### src/rtl/spim_pkg.sv
package spim_pkg;
  // Strobes issued by the control to the datapath, one cycle wide each.
  typedef struct packed {
    logic load;    // move holding register into the shifter, start a frame
    logic sample;  // capture the receive line
    logic shift;   // advance the transmit shifter to the next bit
    logic finish;  // last bit done, publish the received byte
  } spimStrobe_t;
endpackage

### src/rtl/spim_ctrl.sv
module spim_ctrl
  import spim_pkg::*;
#(
  parameter int DIV_W  = 12,
  parameter int DATA_W = 8
) (
  input  logic             clk,
  input  logic             rst_n,
  input  logic [DIV_W-1:0] divisor,
  input  logic             holdFull,
  output spimStrobe_t      stb,
  output logic             active,
  output logic             phaseB
);
  localparam int BIT_W = (DATA_W > 1) ? $clog2(DATA_W) : 1;
  localparam logic [BIT_W-1:0] LAST_BIT = BIT_W'(DATA_W - 1);

  logic [DIV_W-1:0] divCnt;
  logic [BIT_W-1:0] bitCnt;
  logic halfEnd;
  logic lastBit;
  logic frameEnd;

  always_comb begin
    halfEnd    = active && (divCnt >= divisor);
    lastBit    = (bitCnt == LAST_BIT);
    frameEnd   = halfEnd && phaseB && lastBit;
    stb.load   = holdFull && (!active || frameEnd);
    stb.sample = halfEnd && !phaseB;
    stb.shift  = halfEnd && phaseB && !lastBit;
    stb.finish = frameEnd;
  end

  always_ff @(posedge clk or negedge rst_n) begin
    if (!rst_n) begin
      active <= 1'b0;
      phaseB <= 1'b0;
      bitCnt <= '0;
      divCnt <= '0;
    end else if (stb.load) begin
      active <= 1'b1;
      phaseB <= 1'b0;
      bitCnt <= '0;
      divCnt <= '0;
    end else if (frameEnd) begin
      active <= 1'b0;
      phaseB <= 1'b0;
      bitCnt <= '0;
      divCnt <= '0;
    end else if (halfEnd) begin
      divCnt <= '0;
      phaseB <= !phaseB;
      if (phaseB) bitCnt <= bitCnt + 1'b1;
    end else if (active) begin
      divCnt <= divCnt + 1'b1;
    end
  end

  // inside a half period the counter advances by one each clock
  a_r3_half_count: assert property (@(posedge clk) disable iff (!rst_n)
    (active && !halfEnd && !stb.load) |=> (divCnt == DIV_W'($past(divCnt) + 1'b1)));

  // a bit ends after its second half and the bit counter steps once
  a_r4_bit_step: assert property (@(posedge clk) disable iff (!rst_n)
    stb.shift |=> (bitCnt == BIT_W'($past(bitCnt) + 1'b1)) && !phaseB);

  // a load always opens a fresh frame in its first half
  a_r8_reload_fresh: assert property (@(posedge clk) disable iff (!rst_n)
    stb.load |=> active && !phaseB && (bitCnt == '0) && (divCnt == '0));

  // a frame ending with nothing waiting returns to idle
  a_r9_stop_when_empty: assert property (@(posedge clk) disable iff (!rst_n)
    (frameEnd && !holdFull) |=> !active);
endmodule

### src/rtl/spim_dp.sv
module spim_dp
  import spim_pkg::*;
#(
  parameter int DATA_W = 8
) (
  input  logic              clk,
  input  logic              rst_n,
  input  logic              clkPolarity,
  input  logic              clkPhase,
  input  logic              lsbFirst,
  input  spimStrobe_t       stb,
  input  logic              active,
  input  logic              phaseB,
  input  logic [DATA_W-1:0] txByte,
  input  logic              txValid,
  output logic              txReady,
  output logic              holdFull,
  output logic [DATA_W-1:0] rxByte,
  output logic              rxValid,
  output logic              sclk,
  output logic              mosi,
  input  logic              miso
);
  logic [DATA_W-1:0] holdReg;
  logic [DATA_W-1:0] txShift;
  logic [DATA_W-1:0] rxShift;

  always_ff @(posedge clk or negedge rst_n) begin
    if (!rst_n) begin
      holdReg  <= '0;
      holdFull <= 1'b0;
    end else if (txValid && !holdFull) begin
      holdReg  <= txByte;
      holdFull <= 1'b1;
    end else if (stb.load) begin
      holdFull <= 1'b0;
    end
  end

  always_ff @(posedge clk or negedge rst_n) begin
    if (!rst_n) begin
      txShift <= '1;
    end else if (stb.load) begin
      txShift <= holdReg;
    end else if (stb.shift) begin
      txShift <= lsbFirst ? (txShift >> 1) : (txShift << 1);
    end
  end

  always_ff @(posedge clk or negedge rst_n) begin
    if (!rst_n) begin
      rxShift <= '0;
      rxByte  <= '0;
      rxValid <= 1'b0;
    end else begin
      if (stb.sample)
        rxShift <= lsbFirst ? {miso, rxShift[DATA_W-1:1]} : {rxShift[DATA_W-2:0], miso};
      rxValid <= stb.finish;
      if (stb.finish) rxByte <= rxShift;
    end
  end

  always_comb begin
    txReady = !holdFull;
    mosi    = active ? (lsbFirst ? txShift[0] : txShift[DATA_W-1]) : 1'b1;
    sclk    = active ? (clkPolarity ^ (phaseB ? !clkPhase : clkPhase)) : clkPolarity;
  end

  // an accepted byte occupies the holding register on the next cycle
  a_r7_accept_fills: assert property (@(posedge clk) disable iff (!rst_n)
    (txValid && txReady) |=> !txReady);

  // the receive strobe never lasts two cycles
  a_r6_strobe_single: assert property (@(posedge clk) disable iff (!rst_n)
    rxValid |=> !rxValid);

  // the transmit line holds still on the clock edge that samples
  a_r2_no_change_at_sample: assert property (@(posedge clk) disable iff (!rst_n)
    stb.sample |=> $stable(mosi));
endmodule

### src/rtl/usart_spi_master.sv
module usart_spi_master
  import spim_pkg::*;
#(
  parameter int DIV_W  = 12,
  parameter int DATA_W = 8
) (
  input  logic              clk,
  input  logic              rst_n,
  input  logic              clkPolarity,
  input  logic              clkPhase,
  input  logic              lsbFirst,
  input  logic [DIV_W-1:0]  baudDiv,
  input  logic [DATA_W-1:0] txByte,
  input  logic              txValid,
  output logic              txReady,
  output logic [DATA_W-1:0] rxByte,
  output logic              rxValid,
  output logic              busy,
  output logic              sclk,
  output logic              mosi,
  input  logic              miso
);
  spimStrobe_t stb;
  logic active;
  logic phaseB;
  logic holdFull;

  spim_ctrl #(.DIV_W(DIV_W), .DATA_W(DATA_W)) uCtrl (
    .clk(clk), .rst_n(rst_n), .divisor(baudDiv), .holdFull(holdFull),
    .stb(stb), .active(active), .phaseB(phaseB)
  );

  spim_dp #(.DATA_W(DATA_W)) uDp (
    .clk(clk), .rst_n(rst_n), .clkPolarity(clkPolarity), .clkPhase(clkPhase),
    .lsbFirst(lsbFirst), .stb(stb), .active(active), .phaseB(phaseB),
    .txByte(txByte), .txValid(txValid), .txReady(txReady), .holdFull(holdFull),
    .rxByte(rxByte), .rxValid(rxValid), .sclk(sclk), .mosi(mosi), .miso(miso)
  );

  assign busy = active || holdFull;

  // reset releases into an idle, empty state
  a_r1_idle_after_reset: assert property (@(posedge clk) disable iff (!rst_n)
    $rose(rst_n) |-> !busy && !rxValid);
endmodule

### config.mk
export PLATFORM = sky130hd
export DESIGN_NAME = usart_spi_master
export DESIGN_NICKNAME = d
export VERILOG_FILES = /design/src/rtl/spim_pkg.sv /design/src/rtl/spim_ctrl.sv /design/src/rtl/spim_dp.sv /design/src/rtl/usart_spi_master.sv
export SDC_FILE = /design/constraint.sdc
export NUM_CORES = 1
export LEC_CHECK = 0
export BUFFER_PORTS_ARGS = -buffer_cell sky130_fd_sc_hd__buf_2
export CAP_MARGIN = 10
export CELL_PAD_IN_SITES_DETAIL_PLACEMENT = 1
export CELL_PAD_IN_SITES_GLOBAL_PLACEMENT = 1
export CORE_AREA = 2 2 86 88
export CTS_CLUSTER_DIAMETER = 60
export DETAILED_ROUTE_END_ITERATION = 16
export DIE_AREA = 0 0 88 90
export PLACE_DENSITY = 0.73
export SLEW_MARGIN = 20
export SYNTH_ARGS = -nofsm -noshare
export SYNTH_HDL_FRONTEND = slang
export SYNTH_SLANG_ARGS = --single-unit
### constraint.sdc
create_clock -name clk -period 2.54 [get_ports clk]
set_clock_uncertainty 0.2 [all_clocks]
set_input_delay 0.762 -clock clk [delete_from_list [all_inputs] [get_ports clk]]
set_output_delay 0.762 -clock clk [all_outputs]
set_load 0.01 [all_outputs]
; ---- Word level (Yosys, flattened, before mapping)
; Cells that the tools add are included.
[op_classes]
addsub = 2
order_cmp = 1
n_eq_ne = 1
muxes = 23
n_bitwise = 1
reduce_logical = 21
[ops]
columns = op, count
row1 = 12-bit 2-to-1 mux, 4
row2 = 8-bit 2-to-1 mux, 4
row3 = 12-bit by 1-bit adder with 12-bit output (second input constant), 1
row4 = 12-bit greater-or-equal comparator, 1
row5 = 3-bit 2-to-1 mux, 4
row6 = 1-bit 2-to-1 mux, 11
row7 = 1-bit logical AND, 7
row8 = 2-bit nonzero test, 3
row9 = 3-bit nonzero test, 2
row10 = 1-bit zero test, 5
row11 = 4-bit nonzero test, 1
row12 = 3-bit by 1-bit adder with 3-bit output (second input constant), 1
row13 = 3-bit equality test (second input constant), 1
row14 = 1-bit logical OR, 2
row15 = 2-bit AND reduction, 1
row16 = 1-bit XOR, 1
[totals]
register_bits = 51
output_inout_bits = 13

; ---- Depth between registers and ports, before layout
[logic_depth]
ltp_word = 8
mapped_depth = 10
ltp_nobuf = 8

; ---- Modules after synthesis
; From an unflattened synthesis, not the netlist that was laid out.
[hier_totals]
cells_unflattened = 247
area_unflattened_um2 = 2696.3
[by_module_without_submodules]
columns = module, n_inst, cells_per_inst, area_per_inst_um2
row1 = spim_dp, 1, 123, 1527.7
row2 = spim_ctrl, 1, 123, 1162.4
row3 = usart_spi_master, 1, 1, 6.3

; ---- Worst setup path after synthesis
; No wires, ideal clock.
[synth_timing]
path_kind = input to register
startpoint = input baudDiv[2]
endpoint = register uDp.txShift[1]
setup_ps = 82
arrival_ps = 2508
setup_slack_ps = -250
path_stages = 10
n_path_buf = 2
path_cell_list = inv_1 ha_1 a21oi_1 o21ai_2 a221oi_2 o31a_1 buf_6 o22a_4 buf_6 mux2_4
[synth_between]
elab_chain_cells = 7
elab_cells_between_ends = 9
classes_between = 1 x order compare / 1 x mux / 7 x reduce/logical
[synth_lines]
columns = item, line_no
row1 = start: declaration, usart_spi_master.sv:12  ; input logic [DIV_W-1:0] baudDiv,
row2 = 12-bit greater-or-equal comparator (*), spim_ctrl.sv:25  ; halfEnd = active && (divCnt >= divisor);
row3 = 1-bit logical AND (*), spim_ctrl.sv:25
row4 = 1-bit logical AND (*), "spim_ctrl.sv:27, spim_ctrl.sv:30"
row5 = 1-bit logical AND, spim_ctrl.sv:27  ; frameEnd = halfEnd && phaseB && lastBit;
row6 = 1-bit logical OR, spim_ctrl.sv:28  ; stb.load = holdFull && (!active || frameEnd);
row7 = 1-bit logical AND, spim_ctrl.sv:28
row8 = 8-bit 2-to-1 mux / 2-bit nonzero test (equally long branches), n/a
row9 = end signal: assignment, spim_dp.sv:44  ; txShift <= holdReg;
row10 = end signal: assignment, spim_dp.sv:46  ; txShift <= lsbFirst ? (txShift >> 1) : (txShift << 1);
row11 = end: declaration, spim_dp.sv:25  ; logic [DATA_W-1:0] txShift;
; Every way passes the cells marked *; elsewhere a longest branch is shown, timed or not.
; A chain may end at the register's enable or synchronous reset.

; ---- Worst setup path in the final report
[layout_timing]
startpoint = input baudDiv[7]
endpoint = register uDp.txShift[2]
; The elaborated chain is that of the path after synthesis.

==> summary.md <==
| Metric | Value |
|---|---|
| Die height | `90 um` |
| First-pass GRT wire length | `10,500 um` |
| Most common flop cell mapped by yosys | `dfrtp_1` |
| Design area | `3730 sq um` |
| Post-synth top cells | `mux2_2, dfrtp_1, nand2_1` |
| Top cell type's share of synthesized area | `0.387` |
| Residual DRC count | `0` |
| Ant diodes | `0` |
| Worst hold slack | `0.223 ns` |
| Sequential fraction of the synthesis area | `0.462` |
| Worst VDD drop | `~260 uV` |
| Status | `complete, but fails checks` |
| Sw power | `0.741 mW` |
| Utilization after layout | `0.532` |
| Initial antenna violation count | `0` |
| CP arrival | `2.62 ns` |
| Worst hold-check path type | `in -> async` |
| Worst-path cell chain | `buf_2, inv_1, ha_4, a21oi_4, nor2_2, buf_4, o31ai_4, o21ai_4, mux2_4, mux2_4` |
| Met2 Wirelength | `3380 um` |
| Die area | `a little under 8000 sq um` |
| Slowest CP cell | `mux2_4` |
| Initial Utilization | `0.396` |
| Max Cap Viol | `0` |
| Met3 wire length | `178 um` |
| Cells after Synth | `236` |
| Total GRT Usage | `0.169` |
| Die width | `88 um` |
| TritonCTS clock tree | `done` |
| IO Port Bufs | `39` |
| Post-synth cell types | `39` |
| FMAX | `388 MHz` |
| Cell area after synthesis | `2780 sq um` |
| Sequential share of power | `0.454` |
| Clock Latency Late Sink | `0.31 ns` |
| I/O pins | `40` |
| Crit-path max FO | `5` |
| Failing checks | `setup timing` |
| Combinational share of power | `0.317` |
| Largest area contributor in the netlist | `dfrtp_1` |
| Fin crit period | `2.58 ns` |
| Fin. Hold Viols | `0` |
| Leakage | `1.75 nW` |
| CP Capture Type | `flop` |
| Final slew viol count | `0` |
| Crit share post-route | `1.01` |
| Hpwl dp | `roughly 4400 um` |
| Power Density | `595 nW/um^2` |
| Fillers | `between 700 and 800` |
| Via count of the first global-routing pass | `between 2,000 and 2,500` |
| Clk root buf | `clkbuf_8` |
| Nets@finish | `between 300 and 400` |
| Top cells by area, synth | `dfrtp_1, mux2_2, dfstp_2, ha_1, mux2_4` |
| Max clock buf depth | `2` |
| Share of cells above drive strength 1 | `0.563` |
| Crit-path most repeated cell | `mux2_4` |
| Via Count | `~2,000` |
| RSZ-0062 raised after global routing | `true` |
| Setup ws final | `-0.0362 ns` |
| Mean Syn Cell Area | `11.8 sq um` |
| Finish-stage setup viols | `13` |
| DR top layer | `met4` |
| Clock network fraction of total power | `0.229` |
| Relative slew slack | `0.738` |
| Row Count | `31` |
| Startpoint types | `input port` |
| Vias/cell | `between 4 and 5` |
| Asr flop ratio synth | `1.00` |
| Grt total ovfl | `0` |
| CTS Buf Count | `5` |
| Crit Path Category | `in -> reg` |
| Least-Margin Pin Slew | `0.389 ns` |
| Switching Fraction | `0.334` |
| Routed WL per cell | `15.9 um` |
| CORE AREA | `7020 sq um` |
| Clk sinks | `51` |
| Overall routed net length | `approximately 6400 um` |
| Placer Congestion | `0.746` |
| Metal-1 WL | `2790 um` |
| Largest net degree at the start of global routing | `52` |
| Synth-to-layout area growth | `34.3%` |
| Yosys reg bits | `51` |
| Most numerous cell in the Yosys netlist | `mux2_2` |
| Final ANT Viol Nets | `0` |
| Total placed cells including tap cells | `387` |
| Largest stage delay, worst path | `around 0.34 ns` |
| H-tree Lvls | `2` |
| Int Pwr | `1.48 mW` |
| Drt initial violations | `28` |
| Clock transition at path regs | `about 0.10 ns` |
| WP data required | `between 2 and 3 ns` |
| Post-Layout Cell Count | `~400` |
| Synthesis Warnings | `0` |
| Setup_tns | `-0.300 ns` |
| Post-synth EDFFs | `0` |
| DP Area | `approximately 3400 sq um` |
| Synthesized Nets | `approximately 280` |
| Drt first pass iters | `4` |
stage by stage:
stage,power (mW),worst slack (ns)
floorplan,1.43,-0.187
global placement,1.61,-0.415
detailed placement,1.65,-0.494
CTS,2.22,-0.0279
global route,2.37,-0.109
finish,2.22,-0.0362
power groups by stage:
| stage | Clock [mW] | Combinational, mW | Sequential [mW] |
|---|---|---|---|
| 3_3_place_gp | 0 | 0.593 | 1.01 |
| 3_5_place_dp | 0 | 0.627 | 1.02 |
| 4_1_cts | 0.529 | 0.680 | 1.01 |
| 5_1_grt | 0.556 | 0.794 | 1.02 |
| 2_1_floorplan | 0 | 0.425 | 1.00 |
| 6_report | 0.508 | 0.705 | 1.01 |
final timing paths:
kind | from | depth (start not counted) | slack [ns] | end
min in group clk | uDp.rxByte[6] | 1 | 0.31 | uDp.rxByte[6]
min reg2reg | uDp.rxByte[6] | 1 | 0.31 | uDp.rxByte[6]
max reg2reg | uCtrl.bitCnt[0] | 7 | 0.03 | uDp.txShift[2]
min | rst_n | 2 | 0.22 | uCtrl.divCnt[8]
max in group asynchronous | rst_n | 2 | 1.63 | uDp.txShift[2]
max | baudDiv[7] | 10 | -0.04 | uDp.txShift[2]
flip-flops by register name (all words and copies together), names as in the netlist, 3 cells and up:
name	count
uCtrl.divCnt	12
uDp.rxByte	8
uDp.txShift	8
uDp.rxShift	8
uCtrl.bitCnt	3
uDp.holdReg	8
logic make-up (layout without fill, tap and decap cells):
group / after synthesis / after routing / share of synthesized area
muxes: 54 / 54 / 0.226
adders and majority gates: 15 / 15 / 0.0675
and+or+nand+nor: 56 / 56 / 0.0994
xor gates and xnor gates: 12 / 12 / 0.0378
buffers and inverters: 23 / 87 / 0.0369
AOI/OAI and AO/OA: 25 / 27 / 0.0702
DFF: 51 / 51 / 0.462
worst max-delay path, delay by kind of cell:
kind	cells	cell delay [ns]
and+or+nand+nor	1	0.06
AOI/OAI and AO/OA	3	0.65
muxes	2	0.59
adders and majority gates	1	0.22
buffers and inverters	3	0.33
what timing repair did:
action	CTS	global route
gates resized for setup	26	18
pin swaps	14	11
cloned	2	1
setup buffers	3	1
setup endpoints to repair	28	36
hold buffers	0	0
layer usage:
metal | GRT usage | vias to the layer above
met2 | 0.290 | 33
met4 | 0.0385 | 0
met3 | 0.0358 | 2
met1 | 0.216 | 1003
li1 | - | 953
met5 | 0 | -
layout make-up:
cell class / count / area (sq um) / area share
tap: 99 / 124 / 0.0332
sequential: 51 / 1290 / 0.344
clock inverter: 3 / 27.5 / 0.00737
clock buffer: 5 / 68.8 / 0.0184
multi-input combinational: 164 / 1680 / 0.449
timing repair buffer: 63 / 465 / 0.125
inverter: 16 / 85.1 / 0.0228
layout by cell type, fill, tap and decap left out, drive strengths merged:
cell / n
a22o: 1
and3: 5
nor2: 15
nand2: 19
nor2b: 3
or2: 1
dfstp: 8
a21o: 1
buf: 62
o21a: 1
o22a: 2
o31ai: 2
inv: 18
o31a: 1
nand2b: 1
nor3b: 1
a32o: 2
dfrtp: 43
ha: 15
a221oi: 1
a21oi: 5
xor2: 7
o21ai: 8
mux2: 52
nand3: 5
and2: 1
nand4: 4
nor3: 1
mux2i: 2
a21boi: 3
xnor2: 5
clkinvlp: 1
clkbuf: 6
Power figures use the tool's default switching activity.
